**config.mk**
```make
export PLATFORM = sky130hd
export DESIGN_NAME = serial_rx_lsr
export DESIGN_NICKNAME = d
export VERILOG_FILES = /design/src/rtl/serial_rx_pkg.sv /design/src/rtl/rx_frame_check.sv /design/src/rtl/rx_sampler.sv /design/src/rtl/rx_hold_queue.sv /design/src/rtl/rx_regs.sv /design/src/rtl/serial_rx_lsr.sv
export SDC_FILE = /design/constraint.sdc
export NUM_CORES = 1
export LEC_CHECK = 0
export CORE_ASPECT_RATIO = 0.6
export CORE_UTILIZATION = 30
export DETAILED_ROUTE_END_ITERATION = 8
export PLACE_DENSITY = 0.6
export SETUP_SLACK_MARGIN = 0.1
export SYNTH_ARGS = -nofsm -noshare
export SYNTH_HDL_FRONTEND = slang
export SYNTH_SLANG_ARGS = --single-unit
```
**constraint.sdc**
```tcl
create_clock -name clk -period 2.5 [get_ports clk]
set_input_delay 0.75 -clock clk [delete_from_list [all_inputs] [get_ports clk]]
set_output_delay 0.75 -clock clk [all_outputs]
set_load 0.03 [all_outputs]
```
**src/rtl/serial_rx_pkg.sv**
```systemverilog
package serial_rx_pkg;
  localparam logic [1:0] A_RXBUF = 2'd0;
  localparam logic [1:0] A_IEN   = 2'd1;
  localparam logic [1:0] A_LCTL  = 2'd2;
  localparam logic [1:0] A_LSTAT = 2'd3;

  typedef enum logic [2:0] {
    RX_IDLE, RX_START, RX_DATA, RX_PAR, RX_STOP, RX_HOLD_LOW
  } rx_state_e;

  typedef struct packed {
    logic brk;
    logic frm;
    logic par;
  } rx_err_t;

  typedef struct packed {
    logic [1:0] wlen;
    logic       par_en;
    logic       even;
    logic       stick;
  } line_cfg_t;
endpackage

```
**src/rtl/rx_frame_check.sv**
```systemverilog
module rx_frame_check
  import serial_rx_pkg::*;
#(
  parameter int CHAR_W = 8
) (
  input  logic [CHAR_W-1:0]              shreg,
  input  logic [1:0]                     wlen,
  input  logic                           par_en,
  input  logic                           even,
  input  logic                           stick,
  input  logic                           par_bit,
  input  logic                           all_zero,
  input  logic                           stop_bit,
  output logic [$clog2(CHAR_W+1)-1:0]    nbits,
  output logic [CHAR_W-1:0]              char_o,
  output rx_err_t                        err_o
);
  localparam int BW    = $clog2(CHAR_W + 1);
  localparam int MIN_W = CHAR_W - 3;

  logic ones;
  logic exp_par;

  always_comb begin
    nbits  = BW'(MIN_W) + BW'(wlen);
    char_o = shreg >> (CHAR_W - int'(nbits));
    ones   = ^char_o;
    if (stick)     exp_par = ~even;
    else if (even) exp_par = ones;
    else           exp_par = ~ones;
    err_o.frm = ~stop_bit;
    err_o.brk = ~stop_bit & all_zero;
    err_o.par = par_en & ~err_o.brk & (par_bit != exp_par);
  end
endmodule

```
**src/rtl/rx_sampler.sv**
```systemverilog
module rx_sampler
  import serial_rx_pkg::*;
#(
  parameter int OVS    = 16,
  parameter int CHAR_W = 8
) (
  input  logic              clk,
  input  logic              rst_n,
  input  logic              tick,
  input  logic              line_in,
  input  line_cfg_t         cfg,
  output logic              out_valid,
  output logic [CHAR_W-1:0] out_char,
  output rx_err_t           out_err
);
  localparam int TW = $clog2(OVS);
  localparam int BW = $clog2(CHAR_W + 1);
  localparam logic [TW-1:0] MID_T  = TW'(OVS / 2 - 1);
  localparam logic [TW-1:0] LAST_T = TW'(OVS - 1);

  logic [1:0]        sync_q;
  logic              line_s;
  rx_state_e         state_q;
  logic [TW-1:0]     tcnt_q;
  logic [BW-1:0]     bit_q;
  logic [BW-1:0]     nbits;
  logic [CHAR_W-1:0] shreg_q;
  logic              par_q;
  logic              zero_q;
  logic [CHAR_W-1:0] chk_char;
  rx_err_t           chk_err;

  assign line_s = sync_q[1];

  rx_frame_check #(.CHAR_W(CHAR_W)) u_check (
    .shreg    (shreg_q),
    .wlen     (cfg.wlen),
    .par_en   (cfg.par_en),
    .even     (cfg.even),
    .stick    (cfg.stick),
    .par_bit  (par_q),
    .all_zero (zero_q),
    .stop_bit (line_s),
    .nbits    (nbits),
    .char_o   (chk_char),
    .err_o    (chk_err)
  );

  always_ff @(posedge clk or negedge rst_n) begin
    if (!rst_n) sync_q <= 2'b11;
    else        sync_q <= {sync_q[0], line_in};
  end

  always_ff @(posedge clk or negedge rst_n) begin
    if (!rst_n) begin
      state_q   <= RX_IDLE;
      tcnt_q    <= '0;
      bit_q     <= '0;
      shreg_q   <= '0;
      par_q     <= 1'b0;
      zero_q    <= 1'b0;
      out_valid <= 1'b0;
      out_char  <= '0;
      out_err   <= '0;
    end else begin
      out_valid <= 1'b0;
      if (tick) begin
        case (state_q)
          RX_IDLE: begin
            if (!line_s) begin
              state_q <= RX_START;
              tcnt_q  <= '0;
            end
          end
          RX_START: begin
            if (tcnt_q == MID_T) begin
              tcnt_q <= '0;
              if (line_s) begin
                state_q <= RX_IDLE;
              end else begin
                state_q <= RX_DATA;
                bit_q   <= '0;
                shreg_q <= '0;
                zero_q  <= 1'b1;
              end
            end else begin
              tcnt_q <= tcnt_q + 1'b1;
            end
          end
          RX_DATA: begin
            if (tcnt_q == LAST_T) begin
              tcnt_q  <= '0;
              shreg_q <= {line_s, shreg_q[CHAR_W-1:1]};
              if (line_s) zero_q <= 1'b0;
              if (bit_q == nbits - 1'b1) state_q <= cfg.par_en ? RX_PAR : RX_STOP;
              else                       bit_q   <= bit_q + 1'b1;
            end else begin
              tcnt_q <= tcnt_q + 1'b1;
            end
          end
          RX_PAR: begin
            if (tcnt_q == LAST_T) begin
              tcnt_q  <= '0;
              par_q   <= line_s;
              if (line_s) zero_q <= 1'b0;
              state_q <= RX_STOP;
            end else begin
              tcnt_q <= tcnt_q + 1'b1;
            end
          end
          RX_STOP: begin
            if (tcnt_q == LAST_T) begin
              tcnt_q    <= '0;
              out_valid <= 1'b1;
              out_char  <= chk_char;
              out_err   <= chk_err;
              state_q   <= line_s ? RX_IDLE : RX_HOLD_LOW;
            end else begin
              tcnt_q <= tcnt_q + 1'b1;
            end
          end
          RX_HOLD_LOW: begin
            if (line_s) state_q <= RX_IDLE;
          end
          default: state_q <= RX_IDLE;
        endcase
      end
    end
  end
endmodule

```
**src/rtl/rx_hold_queue.sv**
```systemverilog
module rx_hold_queue #(
  parameter int DEPTH = 2,
  parameter int PAY_W = 8,
  parameter int TAG_W = 3
) (
  input  logic                       clk,
  input  logic                       rst_n,
  input  logic                       push_valid,
  input  logic [TAG_W+PAY_W-1:0]     push_data,
  output logic                       push_ready,
  input  logic                       pop,
  output logic                       head_valid,
  output logic [PAY_W-1:0]           head_pay,
  output logic                       new_head,
  output logic [TAG_W-1:0]           new_head_tag,
  output logic [$clog2(DEPTH+1)-1:0] count
);
  localparam int EW = TAG_W + PAY_W;
  localparam int PW = (DEPTH > 1) ? $clog2(DEPTH) : 1;
  localparam int CW = $clog2(DEPTH + 1);
  localparam logic [CW-1:0] FULL = CW'(DEPTH);

  logic [EW-1:0] slot_q [DEPTH];
  logic [PW-1:0] rd_q, wr_q;
  logic          do_pop, do_push;
  logic [PW-1:0] rd_nx;

  function automatic logic [PW-1:0] step(input logic [PW-1:0] p);
    return (int'(p) == DEPTH - 1) ? '0 : p + 1'b1;
  endfunction

  assign do_pop     = pop && (count != '0);
  assign push_ready = (count < FULL) || do_pop;
  assign do_push    = push_valid && push_ready;
  assign rd_nx      = step(rd_q);
  assign head_valid = (count != '0);
  assign head_pay   = slot_q[rd_q][PAY_W-1:0];

  always_comb begin
    new_head     = (count == '0 && do_push) ||
                   (do_pop && count >= CW'(2)) ||
                   (do_pop && count == CW'(1) && do_push);
    new_head_tag = (do_pop && count >= CW'(2)) ? slot_q[rd_nx][EW-1:PAY_W]
                                               : push_data[EW-1:PAY_W];
  end

  always_ff @(posedge clk) begin
    if (do_push) slot_q[wr_q] <= push_data;
  end

  always_ff @(posedge clk or negedge rst_n) begin
    if (!rst_n) begin
      rd_q  <= '0;
      wr_q  <= '0;
      count <= '0;
    end else begin
      if (do_push) wr_q <= step(wr_q);
      if (do_pop)  rd_q <= rd_nx;
      count <= count + CW'(do_push) - CW'(do_pop);
    end
  end
endmodule

```
**src/rtl/rx_regs.sv**
```systemverilog
module rx_regs
  import serial_rx_pkg::*;
#(
  parameter int CHAR_W = 8
) (
  input  logic              clk,
  input  logic              rst_n,
  input  logic              sel,
  input  logic [1:0]        addr,
  input  logic              rd_stb,
  input  logic              wr_stb,
  input  logic [7:0]        wdata,
  input  logic              head_valid,
  input  logic [CHAR_W-1:0] head_char,
  input  logic              new_head,
  input  rx_err_t           new_head_err,
  input  logic              drop,
  output logic              pop,
  output line_cfg_t         cfg,
  output logic [3:0]        ier_o,
  output logic [3:0]        flags_o,
  output logic [7:0]        rdata,
  output logic              irq
);
  logic       rd_hit, wr_hit, lsr_rd;
  logic [3:0] ier_q;
  logic [7:0] lcr_q;
  rx_err_t    err_q, err_d;
  logic       ovr_q, ovr_d;
  logic [7:0] lsr_val, rd_mux;

  assign rd_hit = sel & rd_stb;
  assign wr_hit = sel & wr_stb;
  assign pop    = rd_hit && (addr == A_RXBUF);
  assign lsr_rd = rd_hit && (addr == A_LSTAT);

  assign cfg.wlen   = lcr_q[1:0];
  assign cfg.par_en = lcr_q[3];
  assign cfg.even   = lcr_q[4];
  assign cfg.stick  = lcr_q[5];
  assign ier_o      = ier_q;
  assign flags_o    = {err_q.brk, err_q.frm, err_q.par, ovr_q};

  always_comb begin
    err_d = lsr_rd ? '0 : err_q;
    if (new_head) err_d = rx_err_t'(err_d | new_head_err);
    ovr_d = (ovr_q && !lsr_rd) || drop;
  end

  assign lsr_val = {1'b0, 2'b11, err_q.brk, err_q.frm, err_q.par, ovr_q, head_valid};

  always_comb begin
    case (addr)
      A_RXBUF: rd_mux = head_valid ? 8'(head_char) : 8'h00;
      A_IEN:   rd_mux = {4'b0000, ier_q};
      A_LCTL:  rd_mux = lcr_q;
      default: rd_mux = lsr_val;
    endcase
  end

  assign irq = (ier_q[0] & head_valid) | (ier_q[2] & (ovr_q | (|err_q)));

  always_ff @(posedge clk or negedge rst_n) begin
    if (!rst_n) begin
      ier_q <= '0;
      lcr_q <= '0;
      err_q <= '0;
      ovr_q <= 1'b0;
      rdata <= '0;
    end else begin
      err_q <= err_d;
      ovr_q <= ovr_d;
      if (rd_hit) rdata <= rd_mux;
      if (wr_hit && addr == A_IEN)  ier_q <= wdata[3:0];
      if (wr_hit && addr == A_LCTL) lcr_q <= wdata;
    end
  end
endmodule

```
**src/rtl/serial_rx_lsr.sv**
```systemverilog
module serial_rx_lsr
  import serial_rx_pkg::*;
#(
  parameter int OVERSAMPLE = 16,
  parameter int CHAR_W     = 8,
  parameter int HOLD_DEPTH = 2
) (
  input  logic       clk,
  input  logic       rst_n,
  input  logic       baud_tick,
  input  logic       rx_line,
  input  logic       sel,
  input  logic [1:0] addr,
  input  logic       rd_stb,
  input  logic       wr_stb,
  input  logic [7:0] wdata,
  output logic [7:0] rdata,
  output logic       irq
);
  localparam int CNT_W = $clog2(HOLD_DEPTH + 1);
  localparam int TAG_W = $bits(rx_err_t);

  line_cfg_t          cfg;
  logic               rx_valid, rx_ready;
  logic [CHAR_W-1:0]  rx_char;
  rx_err_t            rx_err;
  logic               host_pop;
  logic               head_valid;
  logic [CHAR_W-1:0]  head_char;
  logic               new_head;
  logic [TAG_W-1:0]   new_head_tag;
  logic [CNT_W-1:0]   q_count;
  logic [3:0]         ier_w;
  logic [3:0]         flags_w;

  rx_sampler #(.OVS(OVERSAMPLE), .CHAR_W(CHAR_W)) u_sampler (
    .clk       (clk),
    .rst_n     (rst_n),
    .tick      (baud_tick),
    .line_in   (rx_line),
    .cfg       (cfg),
    .out_valid (rx_valid),
    .out_char  (rx_char),
    .out_err   (rx_err)
  );

  rx_hold_queue #(.DEPTH(HOLD_DEPTH), .PAY_W(CHAR_W), .TAG_W(TAG_W)) u_queue (
    .clk          (clk),
    .rst_n        (rst_n),
    .push_valid   (rx_valid),
    .push_data    ({rx_err, rx_char}),
    .push_ready   (rx_ready),
    .pop          (host_pop),
    .head_valid   (head_valid),
    .head_pay     (head_char),
    .new_head     (new_head),
    .new_head_tag (new_head_tag),
    .count        (q_count)
  );

  rx_regs #(.CHAR_W(CHAR_W)) u_regs (
    .clk          (clk),
    .rst_n        (rst_n),
    .sel          (sel),
    .addr         (addr),
    .rd_stb       (rd_stb),
    .wr_stb       (wr_stb),
    .wdata        (wdata),
    .head_valid   (head_valid),
    .head_char    (head_char),
    .new_head     (new_head),
    .new_head_err (rx_err_t'(new_head_tag)),
    .drop         (rx_valid & ~rx_ready),
    .pop          (host_pop),
    .cfg          (cfg),
    .ier_o        (ier_w),
    .flags_o      (flags_w),
    .rdata        (rdata),
    .irq          (irq)
  );
endmodule

```
# == Word level (Yosys, flattened, before mapping) ==
# Memories as Yosys holds them, arrays and structs flattened.
# Index checks and enable logic that the tools add are counted.
# word_totals
regBits,63
mem_bits_rw,22
input_bits,17
wordCells,151
memories,1
# classes
n_addsub,9
order_cmp,2
n_eq_ne,24
n_shift,1
n_mux,42
bitwise_logic,16
n_reduce_logical,34
# memory_table
memory,depth,width,read_ports,rd_ports_with_merged_regs,write_ports,line_no,text
u_queue.slot_q,2,11,2,0,1,rx_hold_queue.sv:23,logic [EW-1:0] slot_q [DEPTH];
# ops
operator,n
3-bit 2-to-1 mux,12
8-bit 2-to-1 mux,4
8-bit by 32-bit >> shifter with 8-bit output,1
4-bit 2-to-1 mux,6
8-bit case mux with 3 select lines,1
3-bit case mux with 6 select lines,1
"2-bit by 1-bit != test with 1-bit output, second input constant",8
8-bit case mux with 2 select lines,1
1-bit 2-to-1 mux,13
4-bit case mux with 3 select lines,1
6-bit AND reduction,2
1-bit logical AND,11
3-bit AND reduction,3
"4-bit by 1-bit adder with 4-bit output, second input constant",2
1-bit AND,8
4-bit case mux with 2 select lines,1
8-bit AND reduction,1
8-bit parity,1
"3-bit by 2-bit == test with 1-bit output, second input constant",2
"3-bit == test, second input constant",2
"2-bit != test, second input constant",3
2-bit nonzero test,3
3-bit OR reduction,2
1-bit NOT,5
26 further kinds,34

# == Depth between registers and ports, before layout ==
# Gate-level depths: netlist (run 1).
# logic_depth
depth_word,9
mapped_depth,9

# == Cells and area by module ==
# Synthesis (run 1) repeated with hierarchy kept, for this count alone.
# unflattened
cells_unflattened,360
hier_area_um2,4414.2
# by_module_without_submodules
mod,n_inst,cells_per_inst,area_per_inst_um2,seq_area_each_um2
rx_sampler,1,159,1831.8,878.3
rx_regs,1,102,1174.9,600.6
rx_hold_queue,1,62,1039.7,760.7
rx_frame_check,1,36,354.1,0.0
serial_rx_lsr,1,1,13.8,0.0

# == Worst setup path before layout (run 1) ==
# Ideal clock, no wire load.
# synth_timing
kind,reg-to-reg
start,reg u_regs.lcr_q[1]
end,reg u_sampler.out_err[0] in the netlist's numbering
setup_time_ns,0.082
t_arrival_ns,2.267
slack_ns,0.151
path_stages_with_launch,9
path_buffers,1
synth_period_minus_slack_ns,2.349
path_cell_list,dfrtp_1 -> ha_1 -> buf_6 -> mux4_1 -> xnor2_1 -> xnor2_1 -> xnor3_1 -> o221a_1 -> a31oi_1
# synth_via
elab_chain_len,9
# synth_lines
element,line_no,text
from (decl),rx_regs.sv:27,logic [7:0] lcr_q;
from (signal assigned),rx_regs.sv:75,if (wr_hit && addr == A_LCTL) lcr_q <= wdata;
3-bit by 2-bit adder with 4-bit output (*),rx_frame_check.sv:25,nbits = BW'(MIN_W) + BW'(wlen);
4-bit by 4-bit subtractor with 5-bit output (*),rx_frame_check.sv:26,char_o = shreg >> (CHAR_W - int'(nbits));
8-bit by 32-bit >> shifter with 8-bit output (*),rx_frame_check.sv:26,
8-bit parity (*),rx_frame_check.sv:27,ones = ^char_o;
1-bit NOT,rx_frame_check.sv:30,else exp_par = ~ones;
1-bit 2-to-1 mux (*),rx_frame_check.sv:29,else if (even) exp_par = ones;
1-bit 2-to-1 mux (*),rx_frame_check.sv:28,if (stick) exp_par = ~even;
1-bit != test (*),rx_frame_check.sv:33,err_o.par = par_en & ~err_o.brk & (par_bit != exp_par);
1-bit AND (*),rx_frame_check.sv:33,
to (signal assigned),rx_sampler.sv:116,out_err <= chk_err;
to (decl),rx_sampler.sv:14,output rx_err_t out_err
# Every way passes the cells marked *; elsewhere a longest branch is shown, timed or not.
# A chain may end at the register's enable or synchronous reset.

# == Worst setup path in the final report (run 1) ==
# Same ends and word-level chain as after synthesis.

==> impl_results.md, run 1 <==
* Worst EP required at 2.75 ns
* Worst Tran Pin Value at 0.463 ns
* Cell variety after synth at 57
* DR WL/cell at 15.3 um
* Slew Viols, Final at 0
* Drt initial violations at 192
* Synth Flop Type: dfrtp_1
* Row count at 32
* Period Utilization, post-route at 94.1%
* Internal Power at 3.05 mW
* Placer congestion estimate at 0.809
* Drt first pass iters at 5
* Residual DRC at 0
* Clk_lat worst skew at 0.34 ns
* GRT overflow at 0
* Critical Path Start Type: flop
* First-pass GRT wire length at 15300 um
* Antenna-violating nets left at 0
* Worst setup path class: flop to flop
* Max Fanout on Critical Path at 5
* Worst vdd ir at 446 uV
* Clock network power share at 32.1%
* EDFF count, synth at 22
* Clock Path Buffers at 2
* Register area share after synthesis at 54.0%
* Initial antenna violation count at 0
* Type of the worst min-delay path: primary input to asynchronous set/reset pin
* Final std cells w/o fill at 588
* Largest net degree at the start of global routing at 50
* Post-CTS Hold Buffers at 0
* Number of port buffers at 25
* Die ar. at 0.0143 mm^2
* CP Capture Type: flop
* Initial Util at 31.5%
* CTS tree: built
* Register bit total from synthesis at 85
* Syn nets at 397
* Comb power frac at 26.6%
* DP Wirelength at 6600 um
* H-Tree Level Count at 3
* Crit path time final at 2.35 ns
* Total number of vias at 2974
* Layout Skew at 0.00775 ns
* CTS root buf: clkbuf_16
* Utilization after layout at 38.6%
* CTS sink cnt at 85
* CORE AREA at 0.0132 mm^2
* Leakage at 2.11 nW
* Switching power at 1.44 mW
* Most frequent cells in the layout: dfrtp_1 (61), nand2_1 (44), o21ai_0 (30), clkdlybuf4s50_1 (23)
* Io pins at 26
* GRT Util Overall at 13.8%
* Final hold violations at 0
* Fmax at 425 MHz
* DIE HEIGHT at 93.1 um
* Final Setup Violations at 0
* Area Overhead vs Synth at 22.6%
* Flop pwr share at 41.3%
* PwrDens at 882 mW/mm^2
* Commonest non-fill, non-tap cell in the layout: dfrtp_1
* Post-synth ARST share at 74.1%
* Mapped Cells at 374
* CTS Buf Count at 9
* Fin nets at 436
* Rel. slew slack at 68.8%
* Status: finished, final reports clean
* DRT Wirelength at 9020 um
* # diodes at 0
* Share of post-route cells with drive strength above 1 at 19.9%
* Reg clk slew, reported paths at 0.07 ns
* Mapped Avg Cell Area at 11.1 um^2
* Switching part of the total at 32.1%
* Setup TNS at 0 ns
* Layout Cell Area excl Fill at 0.00508 mm^2
* Max-Cap Viols at 0
* Placed insts at 571
* Synthesized area at 0.00415 mm^2
* Die X-Extent at 154 um
* RSZ-0062 raised after global routing: yes
* Via/cell ratio at 5.06
* Data arrival, critical path at 2.61 ns
* Dpl cell area at 0.00471 mm^2
* Ys Warns at 0
* Vias in the first global route at 2962
* Power Total at 4.49 mW
[power by group through the flow]
stage          combinational [mW]  clock [mW]  sequential (mW)
4_1_cts                      1.16        1.47             1.85
3_5_place_dp                 1.15           0             1.87
5_1_grt                      1.32        1.53             1.89
6_report                     1.19        1.44             1.85
2_1_floorplan               0.848           0             1.79
3_3_place_gp                 1.13           0             1.86
[stage by stage]
stage	worst slack [ns]	hold WS, ns
final	0.148	0.327
after floorplan	0.151	0.345
after global placement	-0.0688	0.348
after detailed placement	-0.119	0.351
after global routing	0.0424	0.345
after CTS	0.111	0.330
[layout make-up]
class                           instances  area [um^2]
Clock inverter                          7         98.8
Tap cell                              170          213
Fill cell                            1259         8090
Inverter                                9         33.8
Multi-Input combinational cell        258         1810
Clock buffer                            9          225
Timing Repair Buffer                   50          460
Sequential cell                        85         2240
[path summary, 6_finish.rpt]
check | from | endpoint | slack, ns | cells past startpoint
worst max-delay path | u_regs.lcr_q[1]$_DFFE_PN0P_ | u_sampler.out_err[0]$_DFFE_PN0P_ | 0.15 | 7
min in group clk | u_sampler.sync_q[0]$_DFF_PN1_ | u_sampler.sync_q[1]$_DFF_PN1_ | 0.36 | 0
worst min-delay path | rst_n | u_sampler.out_char[7]$_DFFE_PN0P_ | 0.33 | 1
max in group asynchronous | rst_n | u_sampler.sync_q[1]$_DFF_PN1_ | 1.52 | 2
worst max register to register | u_regs.lcr_q[1]$_DFFE_PN0P_ | u_sampler.out_err[0]$_DFFE_PN0P_ | 0.15 | 7
worst min register to register | u_sampler.sync_q[0]$_DFF_PN1_ | u_sampler.sync_q[1]$_DFF_PN1_ | 0.36 | 0
[worst max-delay path: stages (launching register included)]
cell     delay, ns
dfrtp_1       0.40
ha_4          0.32
mux4_2        0.55
xnor2_2       0.18
xnor2_1       0.14
xnor3_1       0.27
o221a_1       0.25
a31oi_1       0.15
[layer usage]
metal,wire length [um],GRT usage (%)
met5,0,0
met4,59,3.00
met3,370,3.52
met2,3830,19.8
met1,4760,20.5
[cell usage after synthesis (2+ instances only)]
library cell	count	area share, %
buf_4	2	0.36
nand3b_1	4	0.72
clkbuf_1	16	1.4
nand3_1	15	1.8
o41ai_1	2	0.42
mux2i_1	14	3.4
xnor2_1	12	2.5
a211oi_1	2	0.36
nor3b_1	2	0.36
edfxtp_1	22	16
nand4_1	4	0.60
nor2b_1	12	1.8
mux2_2	19	5.2
a221oi_1	2	0.42
a31oi_1	4	0.60
dfrtp_1	61	37
inv_1	9	0.81
nor3_1	6	0.72
o22ai_1	3	0.45
xor2_1	3	0.63
ha_1	6	1.8
nor2_1	21	1.9
o21ai_0	30	3.6
and2_1	2	0.30
a31o_2	7	1.5
o211ai_1	2	0.36
a21oi_1	15	1.8
nand2_1	44	4.0
dfstp_2	2	1.3
nand2b_1	2	0.30
mux4_1	2	1.3
mux4_2	2	1.1
[sequential cells by signal, summed over array words and instances, names as in the netlist, 3 cells and up]
signal,count
u_sampler.out_err,3
u_regs.rdata,8
u_regs.ier_o,4
u_sampler.state_q,3
u_sampler.out_char,8
u_sampler.shreg_q,8
u_sampler.bit_q,4
u_regs.lcr_q,8
u_queue.slot_q,22
u_sampler.tcnt_q,4
u_regs.flags_o,3
[kinds of logic (layout without fill, tap and decap cells)]
logic type	Yosys count	after routing	synth area share (%)
adders and majority gates	6	6	1.81
buffers and inverters	31	75	3.23
DFF	85	85	54.0
muxes	37	37	10.9
and+or+nand+nor	120	120	14.0
xor gates and xnor gates	17	17	4.10
AOI/OAI and AO/OA	78	78	11.9
[timing repair]
action,CTS,global route
endpoints found under the setup margin,3,5
pin swaps,1,2
buffers inserted,0,1
resized for setup,5,6
Power figures use the tool's default switching activity.
==> run 2, diff against run 1 <==
--- a/config.mk
+++ b/config.mk
@@ -5,6 +5,7 @@
 export SDC_FILE = /design/constraint.sdc
 export NUM_CORES = 1
 export LEC_CHECK = 0
+export CAP_MARGIN = 10
 export CORE_ASPECT_RATIO = 0.6
 export CORE_UTILIZATION = 30
 export DETAILED_ROUTE_END_ITERATION = 8
==> results of run 2 <==
No change in the layout: final DEF, timing and power equal those of run 1.
